## src/rtl/dmt_pkg.sv

```systemverilog
package dmt_pkg;
    localparam int BYTE_W     = 8;
    localparam int ADDR_W     = 2;
    localparam int PRE_SEL_W  = 4;
    localparam int PRE_CNT_W  = 15;
    localparam int POST_SEL_W = 4;
    localparam int SRC_SEL_W  = 3;

    localparam logic [ADDR_W-1:0] A_CNT_LO = 2'd0;
    localparam logic [ADDR_W-1:0] A_CNT_HI = 2'd1;
    localparam logic [ADDR_W-1:0] A_CTRL_A = 2'd2;
    localparam logic [ADDR_W-1:0] A_CTRL_B = 2'd3;

    localparam logic [SRC_SEL_W-1:0] SRC_INTERNAL = 3'd0;
    localparam logic [SRC_SEL_W-1:0] SRC_EXTERNAL = 3'd1;

    localparam int CA_RUN  = 7;
    localparam int CA_FLAG = 5;
    localparam int CA_WIDE = 4;
    localparam int CB_SRC_LSB = 5;

    typedef struct packed {
        logic [BYTE_W-1:0]     lo;
        logic [BYTE_W-1:0]     hi_live;
        logic [BYTE_W-1:0]     hi_reg;
        logic [BYTE_W-1:0]     period;
        logic                  run;
        logic                  wide;
        logic                  flag;
        logic                  pulse;
        logic [POST_SEL_W-1:0] post_sel;
        logic [SRC_SEL_W-1:0]  src_sel;
        logic [PRE_SEL_W-1:0]  pre_sel;
    } tmr_regs_t;
endpackage

```

## src/rtl/dmt_tick_src.sv

```systemverilog
module dmt_tick_src
    import dmt_pkg::*;
#(
    parameter int SYNC_STAGES = 2
) (
    input  logic                 clk,
    input  logic                 rst_n,
    input  logic                 run,
    input  logic [SRC_SEL_W-1:0] src_sel,
    input  logic                 int_tick,
    input  logic                 ext_in,
    output logic                 tick_o
);
    typedef struct packed {
        logic [SYNC_STAGES-1:0] sync;
        logic                   last;
    } sync_state_t;

    sync_state_t s_d, s_q;
    logic        ext_rise;

    always_comb begin
        s_d      = s_q;
        s_d.sync = {s_q.sync[SYNC_STAGES-2:0], ext_in};
        s_d.last = s_q.sync[SYNC_STAGES-1];
        ext_rise = s_q.sync[SYNC_STAGES-1] & ~s_q.last;
        tick_o   = 1'b0;
        if (run) begin
            if (src_sel == SRC_INTERNAL)      tick_o = int_tick;
            else if (src_sel == SRC_EXTERNAL) tick_o = ext_rise;
        end
    end

    always_ff @(posedge clk or negedge rst_n) begin
        if (!rst_n) s_q <= '0;
        else        s_q <= s_d;
    end

    // a held external level yields only one tick per rising edge
    assert_single_edge_R9: assert property (@(posedge clk) disable iff (!rst_n)
        ext_rise |=> !ext_rise);
endmodule

```

## src/rtl/dmt_prescaler.sv

```systemverilog
module dmt_prescaler #(
    parameter int SEL_W = 4,
    parameter int CNT_W = 15
) (
    input  logic             clk,
    input  logic             rst_n,
    input  logic             clr,
    input  logic             tick_i,
    input  logic [SEL_W-1:0] sel,
    output logic             tick_o
);
    logic [CNT_W-1:0] cnt_d, cnt_q;
    logic [CNT_W-1:0] limit;
    logic [31:0]      shift;

    always_comb begin
        shift  = (32'(sel) > 32'(CNT_W)) ? 32'(CNT_W) : 32'(sel);
        limit  = CNT_W'((33'd1 << shift) - 33'd1);
        tick_o = tick_i & ~clr & (cnt_q == limit);
        cnt_d  = cnt_q;
        if (clr)                 cnt_d = '0;
        else if (tick_i) begin
            if (cnt_q == limit)  cnt_d = '0;
            else                 cnt_d = cnt_q + 1'b1;
        end
    end

    always_ff @(posedge clk or negedge rst_n) begin
        if (!rst_n) cnt_q <= '0;
        else        cnt_q <= cnt_d;
    end

    assert_clear_zero_R8: assert property (@(posedge clk) disable iff (!rst_n)
        clr |=> cnt_q == '0);
    assert_div_bound_R7: assert property (@(posedge clk) disable iff (!rst_n)
        cnt_q <= limit);
endmodule

```

## src/rtl/dmt_postscaler.sv

```systemverilog
module dmt_postscaler #(
    parameter int SEL_W = 4
) (
    input  logic             clk,
    input  logic             rst_n,
    input  logic             clr,
    input  logic             evt,
    input  logic [SEL_W-1:0] sel,
    output logic             fire_o
);
    logic [SEL_W-1:0] cnt_d, cnt_q;

    always_comb begin
        fire_o = evt & ~clr & (cnt_q == sel);
        cnt_d  = cnt_q;
        if (clr)             cnt_d = '0;
        else if (evt) begin
            if (cnt_q == sel) cnt_d = '0;
            else              cnt_d = cnt_q + 1'b1;
        end
    end

    always_ff @(posedge clk or negedge rst_n) begin
        if (!rst_n) cnt_q <= '0;
        else        cnt_q <= cnt_d;
    end

    assert_post_bound_R10: assert property (@(posedge clk) disable iff (!rst_n)
        cnt_q <= sel);
endmodule

```

## src/rtl/dual_mode_timer.sv

```systemverilog
module dual_mode_timer
    import dmt_pkg::*;
(
    input  logic              clk,
    input  logic              rst_n,
    input  logic [ADDR_W-1:0] bus_addr,
    input  logic              bus_wr,
    input  logic              bus_rd,
    input  logic [BYTE_W-1:0] bus_wdata,
    output logic [BYTE_W-1:0] bus_rdata,
    input  logic              int_tick,
    input  logic              ext_clk_in,
    output logic              tmr_pulse,
    output logic              irq_flag
);
    localparam int WIDE_W = 2 * BYTE_W;

    tmr_regs_t         r_d, r_q;
    logic              src_tick, pre_tick, evt, post_fire, scal_clr;
    logic [WIDE_W-1:0] wide_cnt, wide_nxt;

    dmt_tick_src #(.SYNC_STAGES(2)) u_src (
        .clk(clk), .rst_n(rst_n), .run(r_q.run), .src_sel(r_q.src_sel),
        .int_tick(int_tick), .ext_in(ext_clk_in), .tick_o(src_tick)
    );

    dmt_prescaler #(.SEL_W(PRE_SEL_W), .CNT_W(PRE_CNT_W)) u_pre (
        .clk(clk), .rst_n(rst_n), .clr(scal_clr), .tick_i(src_tick),
        .sel(r_q.pre_sel), .tick_o(pre_tick)
    );

    dmt_postscaler #(.SEL_W(POST_SEL_W)) u_post (
        .clk(clk), .rst_n(rst_n), .clr(scal_clr), .evt(evt),
        .sel(r_q.post_sel), .fire_o(post_fire)
    );

    always_comb begin
        scal_clr = bus_wr & (bus_addr != A_CNT_HI);
        wide_cnt = {r_q.hi_live, r_q.lo};
        wide_nxt = wide_cnt + 1'b1;
        evt      = 1'b0;
        r_d      = r_q;

        // counting path
        if (pre_tick) begin
            if (r_q.wide) begin
                {r_d.hi_live, r_d.lo} = wide_nxt;
                evt = (wide_cnt == '1);
            end else if (r_q.lo == r_q.period) begin
                r_d.lo     = '0;
                r_d.period = r_q.hi_reg;
                evt        = 1'b1;
            end else begin
                r_d.lo = r_q.lo + 1'b1;
            end
            r_d.pulse = evt;
        end

        if (post_fire) r_d.flag = 1'b1;

        // atomic high-byte capture on a low-byte read
        if (bus_rd && !bus_wr && bus_addr == A_CNT_LO && r_q.wide)
            r_d.hi_reg = r_q.hi_live;

        // register writes win over counting
        if (bus_wr) begin
            unique case (bus_addr)
                A_CNT_LO: begin
                    r_d.lo = bus_wdata;
                    if (r_q.wide) r_d.hi_live = r_q.hi_reg;
                end
                A_CNT_HI: r_d.hi_reg = bus_wdata;
                A_CTRL_A: begin
                    r_d.run      = bus_wdata[CA_RUN];
                    r_d.wide     = bus_wdata[CA_WIDE];
                    r_d.flag     = r_q.flag & bus_wdata[CA_FLAG];
                    r_d.post_sel = bus_wdata[POST_SEL_W-1:0];
                end
                default: begin
                    r_d.src_sel = bus_wdata[CB_SRC_LSB +: SRC_SEL_W];
                    r_d.pre_sel = bus_wdata[PRE_SEL_W-1:0];
                end
            endcase
        end

        unique case (bus_addr)
            A_CNT_LO: bus_rdata = r_q.lo;
            A_CNT_HI: bus_rdata = r_q.hi_reg;
            A_CTRL_A: bus_rdata = {r_q.run, 1'b0, r_q.flag, r_q.wide, r_q.post_sel};
            default:  bus_rdata = {r_q.src_sel, 1'b0, r_q.pre_sel};
        endcase

        tmr_pulse = r_q.pulse;
        irq_flag  = r_q.flag;
    end

    always_ff @(posedge clk or negedge rst_n) begin
        if (!rst_n) begin
            r_q        <= '0;
            r_q.hi_reg <= '1;
            r_q.period <= '1;
        end else begin
            r_q <= r_d;
        end
    end

    assert_inc16_R2: assert property (@(posedge clk) disable iff (!rst_n)
        (r_q.wide && pre_tick && !bus_wr && {r_q.hi_live, r_q.lo} != '1)
        |=> {r_q.hi_live, r_q.lo} == $past({r_q.hi_live, r_q.lo}) + 16'd1);

    assert_match_reload_R5: assert property (@(posedge clk) disable iff (!rst_n)
        (!r_q.wide && pre_tick && r_q.lo == r_q.period && !bus_wr)
        |=> (r_q.lo == '0 && r_q.period == $past(r_q.hi_reg) && tmr_pulse));

    assert_hi_buffer_only_R4: assert property (@(posedge clk) disable iff (!rst_n)
        (r_q.wide && bus_wr && bus_addr == A_CNT_HI && !pre_tick)
        |=> r_q.hi_live == $past(r_q.hi_live));

    assert_flag_from_post_R10: assert property (@(posedge clk) disable iff (!rst_n)
        $rose(irq_flag) |-> $past(post_fire));

    assert_pulse_from_event_R12: assert property (@(posedge clk) disable iff (!rst_n)
        $rose(tmr_pulse) |-> $past(evt));

    assert_halt_R11: assert property (@(posedge clk) disable iff (!rst_n)
        (!r_q.run && !bus_wr) |=> r_q.lo == $past(r_q.lo));
endmodule

```

## config.mk

```make
export PLATFORM = sky130hd
export DESIGN_NAME = dual_mode_timer
export DESIGN_NICKNAME = d
export VERILOG_FILES = /design/src/rtl/dmt_pkg.sv /design/src/rtl/dmt_tick_src.sv /design/src/rtl/dmt_prescaler.sv /design/src/rtl/dmt_postscaler.sv /design/src/rtl/dual_mode_timer.sv
export SDC_FILE = /design/constraint.sdc
export NUM_CORES = 1
export LEC_CHECK = 0
export BUFFER_PORTS_ARGS = -buffer_cell sky130_fd_sc_hd__buf_2
export CAP_MARGIN = 0
export CORE_ASPECT_RATIO = 0.8
export CORE_MARGIN = 2
export CORE_UTILIZATION = 50
export DETAILED_ROUTE_END_ITERATION = 6
export GPL_ROUTABILITY_DRIVEN = 1
export PLACE_DENSITY = 0.7
export SLEW_MARGIN = 10
export SYNTH_ARGS = -nofsm -noshare
export SYNTH_HDL_FRONTEND = slang
export SYNTH_SLANG_ARGS = --single-unit
```

## constraint.sdc

```tcl
create_clock -name clk -period 3.6 [get_ports clk]
set_input_delay 0 -clock clk [delete_from_list [all_inputs] [get_ports clk]]
set_output_delay 0 -clock clk [all_outputs]
set_load 0.01 [all_outputs]
```

### Word-level counts from Yosys, hierarchy flattened

Cells that the tools add are included.

* equal/unequal tests: 8
* shift-type cells: 1
* reduce and logical (&&, ||, !) cells: 12
* multiplexer cells: 25
* bitwise logic cells: 11
* add/sub/neg operators: 5

Operator list (count)
* $mux W8: 6
* $mux W15: 3
* $mux W16: 2
* $mux W24: 1
* $pmux W8 S3: 1
* $add A16 B1 Y16 const B: 1
* $eq A16 B16 Y1 const B: 1
* $add A15 B1 Y15 const B: 1
* $eq A15 B15 Y1: 1
* $shl A1 B4 Y15 const A: 1
* $sub A15 B1 Y15 const B: 1
* $mux W4: 3
* $mux W1: 9
* $add A8 B1 Y8 const B: 1
* $eq A8 B8 Y1: 1
* $and A1 B1 Y1: 7
* $add A4 B1 Y4 const B: 1
* $eq A4 B4 Y1: 1
* $not A1 Y1: 4
* $reduce_and A2 Y1: 2
* $reduce_bool A2 Y1: 2
* $eq A3 B1 Y1 const B: 1
* $logic_and A1 B1 Y1: 3
* $logic_not A3 Y1: 1
* 7 further kinds: 7

* bits in registers: 69
* logic and storage cells: 77
* input port bits: 16
* output and inout bits: 10

### Depth between registers and ports, before layout

* depth in word-level cells: 13
* mapped depth: 16
* depth with buffers taken out: 10

### Hierarchy

Synthesis repeated with hierarchy kept, for this count alone.

* cell total of the unflattened synthesis: 459
* area, all modules: 4561.9 µm²

By module, submodules not included
* dual_mode_timer: cells each 238, sequential area each 1196.1 µm², area each 2651.3 µm², instances 1
* dmt_prescaler: cells each 186, sequential area each 375.4 µm², area each 1521.5 µm², instances 1
* dmt_postscaler: cells each 28, sequential area each 100.1 µm², area each 281.5 µm², instances 1
* dmt_tick_src: cells each 7, sequential area each 75.1 µm², area each 107.6 µm², instances 1

### Least setup slack after synthesis

No wires, ideal clock.

* path kind: register to register
* start point: reg r_q[1] (netlist bit)
* end point: reg r_q[46] (netlist bit)
* period minus slack after synthesis: 3327 ps
* stages on the path, launching flop included: 13
* buffers on the path: 4
* arrival: 3245 ps
* setup time: 82 ps
* required time: 3518 ps
* setup slack: 273 ps
* cell sequence: dfrtp_1 buf_6 or4_4 ha_1 buf_2 buf_2 a32o_1 nor4_1 and4bb_2 nand3_4 buf_6 or4_1 a31oi_1

RTL lines
* from (decl): line dual_mode_timer.sv:18 `tmr_regs_t r_d, r_q;`
* from (signal assigned): line dual_mode_timer.sv:103 `r_q <= r_d;`

### Worst setup path in the final report

* start point: reg r_q[3] (netlist bit)
* end point: reg u_post.cnt_q[3]

* word-level cells in the longest chain between the ends: 6

RTL lines
* $shl A1 B4 Y15: line dmt_prescaler.sv:18 `limit = CNT_W'((33'd1 << shift) - 33'd1);`
* $sub A15 B1 Y15: line dmt_prescaler.sv:18
* $eq A15 B15 Y1: line dmt_prescaler.sv:19 `tick_o = tick_i & ~clr & (cnt_q == limit);`
* $and A1 B1 Y1: line dmt_prescaler.sv:19
* $mux W1: line dual_mode_timer.sv:45 `if (pre_tick) begin`
* $reduce_bool A2 Y1 (no line)
* to (signal assigned): line dmt_postscaler.sv:25 `else cnt_q <= cnt_d;`
* to (decl): line dmt_postscaler.sv:11 `logic [SEL_W-1:0] cnt_d, cnt_q;`

No other way between the ends.
A chain may end at the register's enable or synchronous reset.

==> out/summary.txt <==
area occupied by multi-input gates - 2600 µm²
commonest cells after routing, fill and taps aside - dfrtp_1 (53), nor2_1 (43), nand2_1 (38), nand3_1 (28), buf_2 (25)
area grow syn2layout - 13.2%
clock tree root buffer cell - clkbuf_8
Startpoint Class - flip-flop
RSZ-0062 raised after global routing - true
hpwl dp - 8230 µm
Port Buffers - 25
Seq. cell area - 1750 µm²
TritonRoute pass-1 iters - 5
commonest non-fill, non-tap cell in the layout - dfrtp_1
fin. max-slew vios - 0
Synth Area in Compound Gates - 15.2%
mapped cell area - 4480 µm²
Fin. Hold Viols - 0
GPL Wtd Cong - 0.899
reg-to-reg endpoint - u_post.cnt_q[3]
Critical Path Most Common Cell - or4_1
Final period util - 95.0%
final setup vio count - 0
crit path max fanout - 12
routed len/inst - 18.8 µm
Min-Delay Path Depth - 3
chip width - 110 µm
DRT iter0 DRCs - 372
Worst path slowest cell - or4_4
Core ar. - 8600 µm²
Crit path largest cell delay - 0.56 ns
clk_lat worst skew - 0.35 ns
TritonCTS Buffers - 9
pin count of the biggest net entering global routing - 48
Peak VDD IR - 0.285 mV
reg2reg start - r_q[3]
clk sink count - 69
Synth Area per Inst - 9.45 µm²
mux cell area share after synthesis - 11.2%
Layout Skew - 0.00975 ns
total leakage power - 1.98 nW
most common flop cell mapped by yosys - dfrtp_1
DRC - 0
HP Start - bus_wr
Synth Register Bits - 69
Synth Area in Adders - 1.12%
status - finished, final reports clean
Critical Path AT - 3.69 ns
cell area power density - 458 nW/µm²
CP required - 3.87 ns
GR Overflow Total - 0
Max Clk Rate - 292 MHz
post-synthesis cell count - 474
register area share after synthesis - 39.0%
via count - 3,960
reg2reg path depth - 10
clock buffer depth - 2
Crit Path Category - flip-flop to flip-flop
I/O pins - 26
layout cells sized above 1 - 23.0%
WHS - 0.180 ns
Worst-path clk slew - 0.08 ns
htree depth - 3
syn nets - 494
final wirelength - 11,600 µm
flop2flop setup slack - 0.18 ns
Unique masters post-synth - 69
NumNets Final - 524
Least-Margin Pin Slew - 1.18 ns
DIE AREA - 9740 µm²
ys async rst share - 100%
hold endpoint - u_post.cnt_q[3]
Cell Rows - 30
EDFF count, synth - 0
initial antenna violation count - 0
gr usage total - 25.6%
postcts setup bufs - 0
Ys Warns - 0
vias per std cell - 6.38
largest family of logic cells by synthesized area - simple AND/OR/NAND/NOR gates
remaining antenna violation count - 0
minimum clock period - 3.42 ns
CTS tree - built
max_slew headroom - 21.6%
XOR/XNOR share of the synthesized area - 3.91%
initial core utilization - 52.1%
placed instance count - 594
ANT cells - 0
die height - 88.7 µm
Critical Path Sink Type - flip-flop
Max Cap Viol - 0
CP cell instances - or4_4 -> ha_2 -> buf_4 -> or4_1 -> a21o_1 -> o221ai_1 -> and3_4 -> nand3_4 -> or4_1 -> a21boi_1
Hold Crit Class - input pin to flip-flop
FILL cells - 709
first-pass GRT wire length - 18,700 µm
fin cells - 621
Simple-Gate Fraction of Synth Area - 25.7%
vias in the first global route - 3,567
-- critical path, delay by kind of cell, from the launching register on --
kind                     cells  cell delay [ns]
AO/OA/AOI/OAI                3             0.49
adder cells (fa/ha/maj)      1             0.28
buffers and inverters        1             0.19
flip-flops                   1             0.39
AND/OR/NAND/NOR              5             2.00
-- power by group --
part           switching (mW)  internal, mW  leakage [nW]
clock                   0.316         0.393         0.110
sequential              0.125         0.882         0.823
combinational           0.328         0.278          1.05
total                   0.769          1.55          1.98
-- cells in the mapped netlist (all sizes together) (7+ instances only) --
master  count  area (µm²)
nand2      39         146
xnor2      16         140
nor4       10        77.6
nand3b      8        60.1
nor4b       7        73.8
mux2i      12         120
mux2       22         248
inv         9        33.8
and3       12        80.1
nor2       43         161
a211oi      8        60.1
nand3      29         158
clkbuf     19        71.3
a21o        8        60.1
a31oi       9        56.3
a21oi      19        98.9
dfrtp      53        1330
buf        12        71.3
dfstp      16         420
o21ai      19        95.1
-- worst max-delay path by stage --
stage | start | endpoint
finish | r_q[3] | u_post.cnt_q[3]
global route | r_q[3] | u_post.cnt_q[3]
CTS | r_q[3] | u_post.cnt_q[0]
detailed placement | r_q[3] | u_post.cnt_q[3]
global placement | r_q[3] | r_q[45]
floorplan | r_q[1] | r_q[46]
-- kinds of logic (layout without fill, tap and decap cells) --
logic type	count (synthesis)	after routing
buffers and inverters	40	74
xor gates and xnor gates	20	20
AOI/OAI and AO/OA	99	99
and+or+nand+nor	202	203
DFF	69	69
muxes	40	40
adders and majority gates	4	4
-- area by class of cell --
type | count | area share (%)
Inverter | 9 | 0.666
Clock inverter | 7 | 1.95
Timing Repair Buffer | 49 | 6.51
Multi-Input combinational cell | 366 | 51.2
Clock buffer | 9 | 2.44
Tap cell | 112 | 2.76
Sequential cell | 69 | 34.4
-- metrics by stage --
| stage | TNS (ns) | setup WS, ns | area (µm²) | total power, mW | utilization [%] |
|---|---|---|---|---|---|
| CTS | 0 | 0.0522 | 5050 | 2.32 | 58.7 |
| finish | 0 | 0.180 | 5070 | 2.32 | 59.0 |
| detailed placement | 0 | 0.0212 | 4710 | 1.59 | 54.8 |
| global placement | 0 | 0.209 | 4710 | 1.57 | 54.8 |
| global route | -0.0556 | -0.0289 | 5070 | 2.44 | 59.0 |
| floorplan | 0 | 0.273 | 4480 | 1.40 | - |
-- metal layers --
metal	up-vias	GRT usage [%]	routed length, µm
li1	1839	-	-
met1	1924	38.6	5560
met2	176	35.9	4990
met3	21	5.60	908
met4	0	8.75	193
met5	-	0	0
-- timing repair --
item                                   CTS  global route
pin swaps                                0             1
endpoints found under the hold margin   66             0
hold buffers                            10             0
gates cloned                             0             1
setup endpoints to repair               11            25
resized for setup                        2             3
Note: power is estimated with default switching activity, not from simulation.
